### src/rtl/i2c_regslave_pkg.sv
// Package: shared types and constants for the I2C register-access slave.
// Assumes byte-wide registers and an 8-bit register pointer.
package i2c_regslave_pkg;
    localparam int BYTE_W   = 8;
    localparam int BITCNT_W = $clog2(BYTE_W + 1);

    typedef enum logic [3:0] {
        ST_IDLE,
        ST_ADDR,
        ST_ADDR_ACK,
        ST_REG,
        ST_REG_ACK,
        ST_WDAT,
        ST_WDAT_ACK,
        ST_RDAT,
        ST_RACK
    } slv_state_t;
endpackage

### src/rtl/i2c_line_filter.sv
// Module: i2c_line_filter
// Synchronizes one open-drain bus line into clk and passes a new level on
// only after it has held for FILT_LEN consecutive samples.
// Assumes SYNC_STAGES >= 2 and FILT_LEN >= 1; the idle line level is high.
module i2c_line_filter #(
    parameter int SYNC_STAGES = 2,
    parameter int FILT_LEN    = 3
) (
    input  logic clk,
    input  logic rst_n,
    input  logic line_i,
    output logic line_o
);
    localparam int CW = $clog2(FILT_LEN + 1);

    logic [SYNC_STAGES-1:0] sync_q;
    logic [CW-1:0]          run_q;
    logic                   synced;

    assign synced = sync_q[SYNC_STAGES-1];

    // Shift the raw line through the synchronizer chain.
    always_ff @(posedge clk) begin
        if (!rst_n) sync_q <= '1;
        else        sync_q <= {sync_q[SYNC_STAGES-2:0], line_i};
    end

    // Count how long the synced level has differed from the output; adopt it once stable.
    always_ff @(posedge clk) begin
        if (!rst_n) begin
            line_o <= 1'b1;
            run_q  <= '0;
        end else if (synced == line_o) begin
            run_q <= '0;
        end else if (run_q == CW'(FILT_LEN - 1)) begin
            line_o <= synced;
            run_q  <= '0;
        end else begin
            run_q <= run_q + CW'(1);
        end
    end
endmodule

### src/rtl/i2c_bus_events.sv
// Module: i2c_bus_events
// Derives SCL edges and START/STOP conditions from the filtered lines.
// Assumes SCL and SDA never change in the same clk cycle after filtering.
module i2c_bus_events (
    input  logic clk,
    input  logic rst_n,
    input  logic scl_f,
    input  logic sda_f,
    output logic scl_rise,
    output logic scl_fall,
    output logic start_evt,
    output logic stop_evt
);
    logic scl_q, sda_q;

    // Remember the previous filtered levels.
    always_ff @(posedge clk) begin
        if (!rst_n) begin
            scl_q <= 1'b1;
            sda_q <= 1'b1;
        end else begin
            scl_q <= scl_f;
            sda_q <= sda_f;
        end
    end

    assign scl_rise  = scl_f & ~scl_q;
    assign scl_fall  = ~scl_f & scl_q;
    assign start_evt = scl_f & scl_q & sda_q & ~sda_f;
    assign stop_evt  = scl_f & scl_q & ~sda_q & sda_f;
endmodule

### src/rtl/i2c_regslave.sv
// Module: i2c_regslave
// I2C slave that gives byte access to an external register file through an
// auto-incrementing pointer. Device address = {DEV_ADDR_HI, addr_sel}.
// Assumes clk is at least ~20x SCL, so that filter latency stays well inside
// one SCL phase. Has no clock stretching, general call or 10-bit addressing.
module i2c_regslave
    import i2c_regslave_pkg::*;
#(
    parameter int         SYNC_STAGES = 2,
    parameter int         FILT_LEN    = 3,
    parameter logic [5:0] DEV_ADDR_HI = 6'h0B
) (
    input  logic        clk,
    input  logic        rst_n,
    input  logic        scl_i,
    input  logic        sda_i,
    output logic        sda_oe,
    input  logic        addr_sel,
    output logic [7:0]  reg_addr,
    output logic        reg_wr_en,
    output logic [7:0]  reg_wr_data,
    input  logic [7:0]  reg_rd_data
);
    localparam int NLINES = 2;

    logic [NLINES-1:0] raw_lines, filt_lines;
    logic              scl_f, sda_f;
    logic              scl_rise, scl_fall, start_evt, stop_evt;

    slv_state_t            state;
    logic [BYTE_W-1:0]     shreg;
    logic [BITCNT_W-1:0]   bitcnt;
    logic [BYTE_W-1:0]     ptr;
    logic                  rw;
    logic                  byte_done;

    assign raw_lines = {sda_i, scl_i};

    for (genvar g = 0; g < NLINES; g++) begin : g_line
        i2c_line_filter #(
            .SYNC_STAGES(SYNC_STAGES),
            .FILT_LEN   (FILT_LEN)
        ) u_filt (
            .clk   (clk),
            .rst_n (rst_n),
            .line_i(raw_lines[g]),
            .line_o(filt_lines[g])
        );
    end

    assign scl_f = filt_lines[0];
    assign sda_f = filt_lines[1];

    i2c_bus_events u_evt (
        .clk      (clk),
        .rst_n    (rst_n),
        .scl_f    (scl_f),
        .sda_f    (sda_f),
        .scl_rise (scl_rise),
        .scl_fall (scl_fall),
        .start_evt(start_evt),
        .stop_evt (stop_evt)
    );

    assign byte_done   = scl_fall && (bitcnt == BITCNT_W'(BYTE_W));
    assign reg_addr    = ptr;
    assign reg_wr_data = shreg;

    // Byte-level protocol engine: receive, acknowledge, transmit, move the pointer.
    always_ff @(posedge clk) begin
        if (!rst_n) begin
            state     <= ST_IDLE;
            shreg     <= '0;
            bitcnt    <= '0;
            ptr       <= '0;
            rw        <= 1'b0;
            sda_oe    <= 1'b0;
            reg_wr_en <= 1'b0;
        end else begin
            reg_wr_en <= 1'b0;
            if (stop_evt) begin
                state  <= ST_IDLE;
                sda_oe <= 1'b0;
            end else if (start_evt) begin
                state  <= ST_ADDR;
                bitcnt <= '0;
                sda_oe <= 1'b0;
            end else begin
                unique case (state)
                    ST_ADDR, ST_REG, ST_WDAT: begin
                        if (scl_rise) begin
                            shreg  <= {shreg[BYTE_W-2:0], sda_f};
                            bitcnt <= bitcnt + BITCNT_W'(1);
                        end else if (byte_done) begin
                            bitcnt <= '0;
                            if (state == ST_ADDR) begin
                                if (shreg[BYTE_W-1:1] == {DEV_ADDR_HI, addr_sel}) begin
                                    rw     <= shreg[0];
                                    sda_oe <= 1'b1;
                                    state  <= ST_ADDR_ACK;
                                end else begin
                                    state  <= ST_IDLE;
                                end
                            end else if (state == ST_REG) begin
                                ptr    <= shreg;
                                sda_oe <= 1'b1;
                                state  <= ST_REG_ACK;
                            end else begin
                                reg_wr_en <= 1'b1;
                                sda_oe    <= 1'b1;
                                state     <= ST_WDAT_ACK;
                            end
                        end
                    end
                    ST_ADDR_ACK: begin
                        if (scl_fall) begin
                            if (rw) begin
                                shreg  <= reg_rd_data;
                                sda_oe <= ~reg_rd_data[BYTE_W-1];
                                state  <= ST_RDAT;
                            end else begin
                                sda_oe <= 1'b0;
                                state  <= ST_REG;
                            end
                        end
                    end
                    ST_REG_ACK: begin
                        if (scl_fall) begin
                            sda_oe <= 1'b0;
                            state  <= ST_WDAT;
                        end
                    end
                    ST_WDAT_ACK: begin
                        if (scl_fall) begin
                            sda_oe <= 1'b0;
                            ptr    <= ptr + 8'd1;
                            state  <= ST_WDAT;
                        end
                    end
                    ST_RDAT: begin
                        if (scl_rise) begin
                            bitcnt <= bitcnt + BITCNT_W'(1);
                        end else if (byte_done) begin
                            bitcnt <= '0;
                            sda_oe <= 1'b0;
                            ptr    <= ptr + 8'd1;
                            state  <= ST_RACK;
                        end else if (scl_fall) begin
                            shreg  <= {shreg[BYTE_W-2:0], 1'b0};
                            sda_oe <= ~shreg[BYTE_W-2];
                        end
                    end
                    ST_RACK: begin
                        if (scl_rise && sda_f) begin
                            state <= ST_IDLE;
                        end else if (scl_fall) begin
                            shreg  <= reg_rd_data;
                            sda_oe <= ~reg_rd_data[BYTE_W-1];
                            state  <= ST_RDAT;
                        end
                    end
                    default: state <= ST_IDLE;
                endcase
            end
        end
    end
endmodule

### config.mk
export PLATFORM = sky130hd
export DESIGN_NAME = i2c_regslave
export DESIGN_NICKNAME = d
export VERILOG_FILES = /design/src/rtl/i2c_regslave_pkg.sv /design/src/rtl/i2c_line_filter.sv /design/src/rtl/i2c_bus_events.sv /design/src/rtl/i2c_regslave.sv
export SDC_FILE = /design/constraint.sdc
export NUM_CORES = 1
export LEC_CHECK = 0
export ABC_AREA = 1
export BUFFER_PORTS_ARGS = -buffer_cell sky130_fd_sc_hd__buf_2
export CAP_MARGIN = 20
export CORE_MARGIN = 5
export CORE_UTILIZATION = 62
export DETAILED_ROUTE_END_ITERATION = 8
export MAX_ROUTING_LAYER = met4
export PLACE_DENSITY = 0.95
export SLEW_MARGIN = 20
export SYNTH_ARGS = -nofsm -noshare
export SYNTH_HDL_FRONTEND = slang
export SYNTH_HIERARCHICAL = 1
export SYNTH_SLANG_ARGS = --single-unit
### constraint.sdc
create_clock -name clk -period 4.5 [get_ports clk]
set_input_delay 0.45 -clock clk [delete_from_list [all_inputs] [get_ports clk]]
set_output_delay 0.45 -clock clk [all_outputs]
set_load 0.05 [all_outputs]
; ---- Yosys cells after proc, flatten, opt, wreduce, memory -nomap -nowiden
; Index checks and enable logic that the tools add are counted.
[totals]
register_bits = 39
in_bits = 13
out_inout_bits = 18
wordCells = 153
[classes]
muxes = 49
addsub = 4
reduce_logical = 24
eq_ne = 39
n_bitwise = 21
[ops]
columns = operator, n
row1 = $mux 8, 15
row2 = $mux 4, 13
row3 = $pmux 8 s4, 1
row4 = $ne 2x2->1 const B, 14
row5 = $ne 3x3->1 const B, 8
row6 = $pmux 8 s3, 1
row7 = $reduce_and 7->1, 3
row8 = $pmux 4 s5, 1
row9 = $reduce_and 10->1, 2
row10 = $eq 4x3->1 const B, 4
row11 = $mux 1, 14
row12 = $not 1->1, 14
row13 = $reduce_or 3->1, 4
row14 = $reduce_and 11->1, 1
row15 = $add 8x1->8 const B, 1
row16 = $eq 4x2->1 const B, 2
row17 = $eq 4x4->1 const B, 2
row18 = $and 1x1->1, 7
row19 = $eq 7x5->1, 1
row20 = $reduce_or 7->1, 1
row21 = $reduce_bool 3->1, 2
row22 = $pmux 1 s5, 1
row23 = $reduce_bool 5->1, 1
row24 = $add 2x1->2 const B, 2
row25 = other kinds (16), 22

; ---- Logic depth before layout (Yosys ltp)
; Gate-level depths: netlist of the first run.
[depth]
word_depth = 7
mapped_depth = 12
mapped_depth_nobuf = 12

; ---- Cells and area by module
; The synthesis of the first run kept the hierarchy.
[modules_own_cells]
columns = mod, cells_per_inst, seq_area_each_um2, instances, area_each_um2
row1 = i2c_regslave, 302, 540.5, 1, 1883.1
row2 = i2c_line_filter, 20, 100.1, 2, 181.4
row3 = i2c_bus_events, 15, 40.0, 1, 88.8

; ---- Worst setup path before layout of the first run
; OpenSTA, ideal clock, no wires.
[synth_path]
path_type = reg2reg
startpoint = register ptr[0] (netlist: reg_addr[0])
endpoint = register ptr[4] (netlist: reg_addr[4])
arrival_ns = 1.488
slack_ns = 2.896
setup_ns = 0.116
stages_incl_launch_ff = 9
t_required_ns = 4.384
n_path_buf = 0
synth_period_minus_slack_ns = 1.604
cell_sequence = dfxtp_1 ha_1 nand2_1 nor2_1 xor2_1 nand2_1 o21ai_0 o21ai_0 nor2_1
[synth_between]
elab_chain_len = 4
word_cells_on_any_way = 5
classes_between = 1 x add/sub / 4 x mux
[synth_rtl]
columns = item, line
row1 = start: declaration, i2c_regslave.sv:33  ; logic [BYTE_W-1:0] ptr;
row2 = start signal: assignment, i2c_regslave.sv:105  ; ptr <= shreg;
row3 = start signal: assignment, i2c_regslave.sv:136  ; ptr <= ptr + 8'd1;
row4 = start signal: assignment, i2c_regslave.sv:146  ; ptr <= ptr + 8'd1;
row5 = $add 8x1->8 *, "i2c_regslave.sv:136, i2c_regslave.sv:146"
row6 = $mux 8, i2c_regslave.sv:143  ; end else if (byte_done) begin
row7 = $mux 8, i2c_regslave.sv:141  ; if (scl_rise) begin
row8 = $pmux 8 s3 *, i2c_regslave.sv:89  ; unique case (state)
; Mark *: on every way between the ends. The rest lies on a longest branch, timed or not. The select of a mux whose other input is x is not followed.
; A chain may end at the register's enable or synchronous reset.

; ---- Worst setup path in the final report of the first run
[layout_path]
startpoint = register state[2]
endpoint = register ptr[0] (netlist: reg_addr[0])
[layout_between]
elab_chain_len = 4
word_cells_on_any_way = 16
classes_between = 12 x eq/ne / 1 x mux / 3 x reduce/logical
[layout_rtl]
columns = item, line
row1 = start: declaration, i2c_regslave.sv:30  ; slv_state_t state;
row2 = start signal: assignment, i2c_regslave.sv:72  ; state <= ST_IDLE;
row3 = start signal: assignment, i2c_regslave.sv:82  ; state <= ST_IDLE;
row4 = start signal: assignment, i2c_regslave.sv:85  ; state <= ST_ADDR;
row5 = "$eq 4x1->1, or another cell as far along", "i2c_regslave.sv:89, i2c_regslave.sv:96"
row6 = $reduce_or 3->1, i2c_regslave.sv:89
row7 = $ne 2x2->1 (no line) or $reduce_bool 3->1 (tied branches), n/a
row8 = $reduce_and 10->1 (no line), n/a
; Parallel ways exist; a longest one is shown, timed or not.

==> impl_metrics.ini, run 1 <==
[timing]
fmax_mhz = 528
final.setup.tns_ps = 0
tightest_slew_ps = 722
worst_slack_ps = 2610
rsz0062_at_grt = no
finalCritPeriodShare_pct = 42.1
final.setup_skew_ps = 6.45
drv_slew = 0
hold_viol_final = 0
fin_crit_ps = 1890
slew_headroom_pct = 51.7
setup_viol = 0

[setup_path]
crit_path_start_kind = flop
ff2ff_setup_slack_ps = 2610
required_ps = 4690
crit_arrival_ps = 2090
crit_type = reg2reg
endpoint_kind = flop
crit_path_max_fanout = 13

[floorplanning]
row_count = 22
core_area_sq_mm = 0.00366
die_width_um = 71.4
pin_count = 31
dieHeight_um = 71.4
die_area_sq_mm = 0.00509
initial_utilization_pct = 63.8

[route]
ant_nets = 0
routed_wl_um = 5270
drt-wirelength-per-cell_um = 12.0
drt_pre_antenna_iters = 5
vias_per_cell = 5.27
drcViolationCount = 0
dr_total_vias = 2308
initialDrtViolationCount = 187

[clock_network]
clk_path_buf_depth = 2
post_cts_buffers = 0
cts_tree = built
cts_root_buf = clkbuf_8
cts_resized = 0
worstSkewPairLatency_ps = 300
cts_htree_levels = 2
cts.sinks = 39
cts_hold_buffers = 0
clkTransAtPathRegs_ps = 80
cts_buffers = 5

[global_route]
antenna_found_initial = 0
grt_pass1_vias = 2107
track_usage_pct = 22.0
grt_pass1_wl_um = 8940
grt_max_degree = 21
grt-ovfl-total = 0

[layout]
nFillCells = 300
fin_cells = 438
fin_nets = 407
area_growth_pct = 10.9
final_layout_size_suffix_gt1_share_pct = 17.9
antenna_cells = 0
fin_area_sq_mm = 0.00259

[synth]
yosys_register_bits = 39
yosysMostFrequentCell = nand2_1
yosys_warnings = 6
synth_edf_count = 0
yosysSeqAreaShare_pct = 33.4
synthFlopType = dfxtp_1
netlist_area_sq_mm = 0.00233
synth_top_area_cell = dfxtp_1
synth_top_area_share_pct = 33.4
ys_types = 32
synthArstFlopShare_pct = 0
syn_area_per_cell_sq_um = 6.54
synth_common_cells = nand2_1, nor2_1, inv_1, dfxtp_1, o21ai_0
yosys-top-cells-area = dfxtp_1, nand2_1, nor2_1, inv_1, o21ai_0
syn_inst = 357
syn_nets = 375

[power_and_ir_drop]
leakage_nw = 1.26
power_w = 0.00154
power_density_mw_per_mm2 = 594
ir_drop_mv = 0.277

[placed_design]
port_buffers = 30
dp_hpwl_um = 4000
dp_slack_ps = 2650
place_area_sq_mm = 0.00250
dp_cells = 430
place_congestion = 0.989

[run]
drv_cap = 0

[status]
outcome = complete, no violations

[hold_path]
hp-class = in2reg
## path summary, 6_finish.rpt
check,startpoint,cells past startpoint,to
hold / removal,scl_i,2,g_line[0].u_filt/sync_q[0]
setup / recovery,state[2],7,reg_addr[0]
setup reg to reg,state[2],7,reg_addr[0]
hold reg to reg,g_line[0].u_filt/sync_q[0],1,g_line[0].u_filt/sync_q[1]
## state kept, by name (all words and copies together) (netlist names), 2 cells and up
name,flops
bitcnt,4
g_line.u_filt/line_o,2
g_line.u_filt/run_q,4
g_line.u_filt/sync_q,4
reg_addr,8
reg_wr_data,8
state,4
## layer usage
metal  GRT usage, %  vias to the layer above  wire length [um]
met4           5.85                        0                65
met3           4.35                        9               369
met1           27.9                     1034              2350
met5              -                        -                 0
li1               -                     1192                 -
met2           35.8                       73              2480
## stage by stage
| stage | hold slack (ps) | utilization [%] |
|---|---|---|
| 2_1_floorplan | 390 | - |
| 3_3_place_gp | 394 | 68.2 |
| 3_5_place_dp | 402 | 68.2 |
| 4_1_cts | 334 | 70.7 |
| 5_1_grt | 344 | 70.7 |
| 6_report | 336 | 70.7 |
## critical path, stage by stage, from the launching register on
cell     delay, ps
dfxtp_1        440
nand2_1        130
nor2_1         570
inv_1          210
nand2_1        100
o21ai_0         90
o21ai_0        200
nor2_1          60
## placed cells by master, fill, tap and decap left out, types with 3 or more instances in the layout
cell	netlist	final
a21oi_1	18	18
a21oi_2	3	3
buf_2	2	30
clkbuf_8	0	5
dfxtp_1	39	39
ha_1	5	5
inv_1	48	48
inv_2	4	4
nand2_1	82	82
nand2_2	6	6
nand3_1	24	24
nand3b_1	9	9
nand4_1	3	3
nor2_1	56	56
nor2_2	7	7
o21ai_0	25	25
or2_2	5	5
## layout make-up
type | instances | area [sq um] | share of cell area (%)
Tap cell | 48 | 60.1 | 2.32
Timing Repair Buffer | 30 | 150 | 5.80
Sequential cell | 39 | 781 | 30.1
Inverter | 52 | 195 | 7.54
Clock buffer | 5 | 68.8 | 2.66
Clock inverter | 3 | 23.8 | 0.918
Multi-Input combinational cell | 261 | 1310 | 50.6
## cell families after synthesis
logic type / Yosys count / synth area share [%]
buf+inv: 57 / 10.4
simple gates: 203 / 40.8
compound gates: 51 / 12.0
flops: 39 / 33.4
xor+xnor: 2 / 0.750
fa+ha+maj: 5 / 2.68
## power breakdown
part	total, W	switching [W]	internal, W
sequential	0.000440	0.0000491	0.000391
combinational	0.000849	0.000578	0.000271
clock	0.000249	0.000138	0.000111
Note: power is estimated with default switching activity, not from simulation.
==> run 2, diff against run 1 <==
CORE_UTILIZATION = 57   (was 62)
PLACE_DENSITY = 0.91   (was 0.95)
clock period = 1.8 ns   (was 4.5 ns; I/O delays follow)
==> run 2 against run 1 <==
Against the previous run: die area up 7.5%; register-to-register slack worse by 2500 ps; combinational power grew to 2.7 times the previous value; cell area up 5.1%; critical path type unchanged; largest cell class unchanged; highest routed layer unchanged.
==> impl_metrics.ini, run 2 (synthesis gave the netlist of run 1 again) <==
[status]
outcome = complete, no violations

[placed_design]
port_buffers = 30
dp_hpwl_um = 4060
dp_slack_ps = 49.6
place_congestion = 0.952

[floorplanning]
row_count = 23
die_width_um = 74
core_area_sq_mm = 0.00400
pin_count = 31
dieHeight_um = 74
initial_utilization_pct = 58.4
die_area_sq_mm = 0.00548

[setup_path]
reg2reg_depth = 8
crit_path_max_fanout = 16
worst_r2r_startpoint = state[2]
reg2reg_to = reg_wr_data[0]
crit_type = reg2reg
ff2ff_setup_slack_ps = 100
crit_path_start_kind = flop
required_ps = 1990
crit_arrival_ps = 1890
endpoint_kind = flop

[power_and_ir_drop]
ir_drop_mv = 0.743
leakage_nw = 1.33
power_density_mw_per_mm2 = 1500

[hold_path]
hold_path_end = g_line[1].u_filt/sync_q[0]
hp-class = in2reg
hold_depth = 2
hold_path_startpoint = sda_i

[clock_network]
cts_tree = built
cts_htree_levels = 2
cts.sinks = 39
cts_buffers = 5
clk_path_buf_depth = 2
cts_root_buf = clkbuf_8
worstSkewPairLatency_ps = 300
clkTransAtPathRegs_ps = 80

[layout]
antenna_cells = 0
fin_nets = 418
nFillCells = 337
final_common_cell = nand2_1
area_growth_pct = 16.6
seqCellArea_sq_um = 783
multi_input_area_sq_mm = 0.00133
final_layout_size_suffix_gt1_share_pct = 21.7
most-common-layout-cells = nand2_1, nor2_1, inv_1

[route]
initialDrtViolationCount = 237
dr_total_vias = 2382
drt-wirelength-per-cell_um = 12.4
drcViolationCount = 0
routed_wl_um = 5590
drt_pre_antenna_iters = 5
ant_nets = 0
vias_per_cell = 5.28

[global_route]
antenna_found_initial = 0
grt_max_degree = 20
grt_pass1_wl_um = 8820
track_usage_pct = 21.2
grt-ovfl-total = 0
grt_pass1_vias = 2019

[timing]
fmax_mhz = 590
slew_headroom_pct = 73.3
finalCritPeriodShare_pct = 94.2
tightest_slew_ps = 398
setup_viol = 0
hold_viol_final = 0
worst_slack_ps = 104
whs_ps = 69.7
fin_crit_ps = 1700
final.setup_skew_ps = 10.5
drv_slew = 0

[run]
drv_cap = 0
[run 2: cell count changes in the layout (fill, tap and decap cells not counted)]
cell and change:
nand2_1 -1, clkinvlp_4 -1, inv_6 -1, nor2_1 -3
dfxtp_2 +2, nor2_2 +2, buf_4 +10, buf_12 +1
clkbuf_8 +2, nand2_4 +1, nor2_4 +1, dfxtp_1 -2
[run 2: report_power, final]
group          internal (W)  switching (W)
sequential         0.000980       0.000137
combinational      0.000833        0.00148
clock              0.000348       0.000306
total               0.00216        0.00192
[run 2: critical path, stage by stage, from the launching register on]
cell     delay, ps
dfxtp_1        390
nor2_1         360
nand2_2        170
nand3_4        130
nor2_4          50
nor2_8         220
nand3_1        130
nand2_1        100
nor2_1          50
[run 2: worst max-delay path by stage]
stage / from / end / slack (ps) / depth (start not counted)
after floorplan: reg_addr[0] / reg_addr[4] / 200 / 8
after global placement: bitcnt[0] / reg_wr_data[0] / 120 / 10
after detailed placement: bitcnt[0] / reg_wr_data[5] / 50 / 10
after CTS: bitcnt[0] / reg_wr_data[5] / 40 / 10
after global routing: u_evt/scl_q / reg_wr_data[4] / -20 / 11
final: state[2] / reg_wr_data[0] / 100 / 8
[run 2: metrics by stage]
| step | std cells | utilization (%) | TNS, ps | instance area [sq um] | total power, W |
|---|---|---|---|---|---|
| floorplan | 357 | - | 0 | 2330 | 0.00296 |
| global placement | 438 | 63.6 | 0 | 2540 | 0.00313 |
| detailed placement | 438 | 63.6 | 0 | 2540 | 0.00319 |
| CTS | 446 | 66.2 | 0 | 2650 | 0.00385 |
| global route | 451 | 68.0 | -52.8 | 2720 | 0.00439 |
| finish | 451 | 68.0 | 0 | 2720 | 0.00408 |
[run 2: final cells by class]
type | count | area share (%)
multi-input cells | 261 | 48.9
flip-flops and latches | 39 | 28.8
inverters | 52 | 7.17
repair buffers | 41 | 9.01
clock buffers | 7 | 3.54
well taps | 50 | 2.30
clock inverters | 1 | 0.276
[run 2: timing repair]
item	in CTS	in global routing
endpoints found under the setup margin	0	24
resized for setup	0	8
hold buffers	0	0
setup buffers	0	5
[run 2: routing by layer]
metal,vias up,part of all wire (%),track usage [%]
li1,1212,-,-
met2,79,47,33.5
met4,0,1.9,5.63
met1,1076,45,27.4
met5,-,0,-
met3,15,6.0,4.59
==> run 3, diff against run 2 <==
--- a/config.mk
+++ b/config.mk
@@ -9,8 +9,8 @@
 export BUFFER_PORTS_ARGS = -buffer_cell sky130_fd_sc_hd__buf_2
-export CAP_MARGIN = 20
+export CAP_MARGIN = 25
 export CORE_MARGIN = 5
-export CORE_UTILIZATION = 57
+export CORE_UTILIZATION = 62
 export DETAILED_ROUTE_END_ITERATION = 8
 export MAX_ROUTING_LAYER = met4
-export PLACE_DENSITY = 0.91
+export PLACE_DENSITY = 0.95
 export SLEW_MARGIN = 20
==> constraint.sdc (replaced) <==
create_clock -name clk -period 2.1 [get_ports clk]
set_input_delay 0.21 -clock clk [delete_from_list [all_inputs] [get_ports clk]]
set_output_delay 0.21 -clock clk [all_outputs]
set_load 0.1 [all_outputs]
==> run 3 against run 2 <==
Against the previous run: routed wire length down 7.2%; first-iteration DRC count is 10% lower; clock-buffer cell count down 2; final cell count fell by 2.4%; maximum frequency decreased by 6.9%; clock power down 21%; combinational power down 14%; sequential share of layout area grew 1.2 points; clock skew fell by 3.8 ps; cell area is 4.3% lower; sequential cell count unchanged; critical endpoint is now bitcnt[3]; largest cell class unchanged.
==> impl_metrics.ini, run 3 (synthesis gave the netlist of run 1 again) <==
[status]
outcome = complete, no violations

[power_and_ir_drop]
p_seq_share_pct = 27.4
intPower_w = 0.00166
leakage_nw = 1.27
power_density_mw_per_mm2 = 1320
ir_drop_mv = 0.737
power_w = 0.00344
clockPowerShare_pct = 15.1
combPwrFrac_pct = 57.5
p_switching_w = 0.00179
p_sw_share_pct = 51.9

[layout]
multi_input_area_sq_mm = 0.00131
nFillCells = 326
area_growth_pct = 11.6
seqCellArea_sq_um = 781
final_layout_size_suffix_gt1_share_pct = 18.4
fin_cells = 440
fin_nets = 409
antenna_cells = 0
most-common-layout-cells = nand2_1, nor2_1, inv_1
final_common_cell = nand2_1

[timing]
drv_slew = 0
finalCritPeriodShare_pct = 86.8
final.setup.tns_ps = 0
tightest_slew_ps = 475
hold_viol_final = 0
slew_headroom_pct = 68.0
fin_crit_ps = 1820
final.setup_skew_ps = 6.69
setup_viol = 0
rsz0062_at_grt = no
fmax_mhz = 549
worst_slack_ps = 278
whs_ps = 101

[placed_design]
dp_slack_ps = 322
dp_hpwl_um = 4070
dp_cells = 432
place_congestion = 0.966
port_buffers = 30

[clock_network]
clk_path_buf_depth = 2
cts_root_buf = clkbuf_8
cts_tree = built
cts_hold_buffers = 0
cts_htree_levels = 2
clkTransAtPathRegs_ps = 80
cts_buffers = 5
cts.sinks = 39
cts_resized = 0
worstSkewPairLatency_ps = 290
post_cts_buffers = 0

[floorplanning]
pin_count = 31
die_area_sq_mm = 0.00509
initial_utilization_pct = 63.8
core_area_sq_mm = 0.00366
row_count = 22
dieHeight_um = 71.4
die_width_um = 71.4

[setup_path]
crit_type = reg2reg
crit_arrival_ps = 1980
endpoint_kind = flop
crit_path_start_kind = flop
crit_path_max_fanout = 7
ff2ff_setup_slack_ps = 280
required_ps = 2260

[route]
vias_per_cell = 5.25
drt-wirelength-per-cell_um = 11.8
drt_pre_antenna_iters = 6
routed_wl_um = 5180
drcViolationCount = 0
ant_nets = 0
initialDrtViolationCount = 213
dr_total_vias = 2311

[global_route]
grt_max_degree = 20
grt_pass1_vias = 2074
grt-ovfl-total = 0
antenna_found_initial = 0
grt_pass1_wl_um = 8860
track_usage_pct = 21.6

[run]
drv_cap = 0

[hold_path]
hp-class = in2reg
-- run 3: cell count changes in the layout (fill, tap and decap cells not counted), sizes merged --
| cell | change |
|---|---|
| buf | -9 |
| clkbuf | -2 |
| clkinvlp | +1 |
| inv | +1 |
-- run 3: cell type report --
| cell class | count | area share [%] |
|---|---|---|
| tap | 48 | 2.31 |
| timing repair buffer | 32 | 6.34 |
| multi-input combinational | 261 | 50.3 |
| clock inverter | 3 | 0.913 |
| clock buffer | 5 | 2.64 |
| inverter | 52 | 7.49 |
| sequential | 39 | 30.0 |
-- run 3: metal layers --
layer	GRT usage (%)	routed length, um	part of all wire [%]
met4	6.26	60	1.2
met5	-	0	0
met3	3.93	370	7.1
met1	27.4	2280	44
met2	35.0	2480	48
-- run 3: metrics by stage --
| stage | area, sq um | utilization [%] |
|---|---|---|
| 3_5_place_dp | 2510 | 68.6 |
| 5_1_grt | 2610 | 71.2 |
| 3_3_place_gp | 2510 | 68.6 |
| 2_1_floorplan | 2330 | - |
| 4_1_cts | 2610 | 71.2 |
| 6_report | 2610 | 71.2 |
-- run 3: worst paths after layout --
path              cells past startpoint                    endpoint                       from
setup / recovery                      7                   bitcnt[3]                u_evt/scl_q
hold reg to reg                       1   g_line[0].u_filt/run_q[0]  g_line[0].u_filt/run_q[0]
setup reg to reg                      7                   bitcnt[3]                u_evt/scl_q
hold / removal                        2  g_line[0].u_filt/sync_q[0]                      scl_i
-- run 3: critical path, stage by stage (launching register included) --
cell and delay (ps):
dfxtp_1 360, inv_1 50, nor2_1 170, nand4_1 290
nand3_1 160, nand2_1 130, o21ai_0 430, nor3b_1 110
-- run 3: power groups by stage --
stage / combinational, W / sequential, W / clock [W]
after floorplan: 0.00143 / 0.00129 / 0
after global placement: 0.00193 / 0.000954 / 0
after detailed placement: 0.00196 / 0.000959 / 0
after CTS: 0.00197 / 0.000942 / 0.000525
after global routing: 0.00218 / 0.000960 / 0.000559
final: 0.00198 / 0.000944 / 0.000519
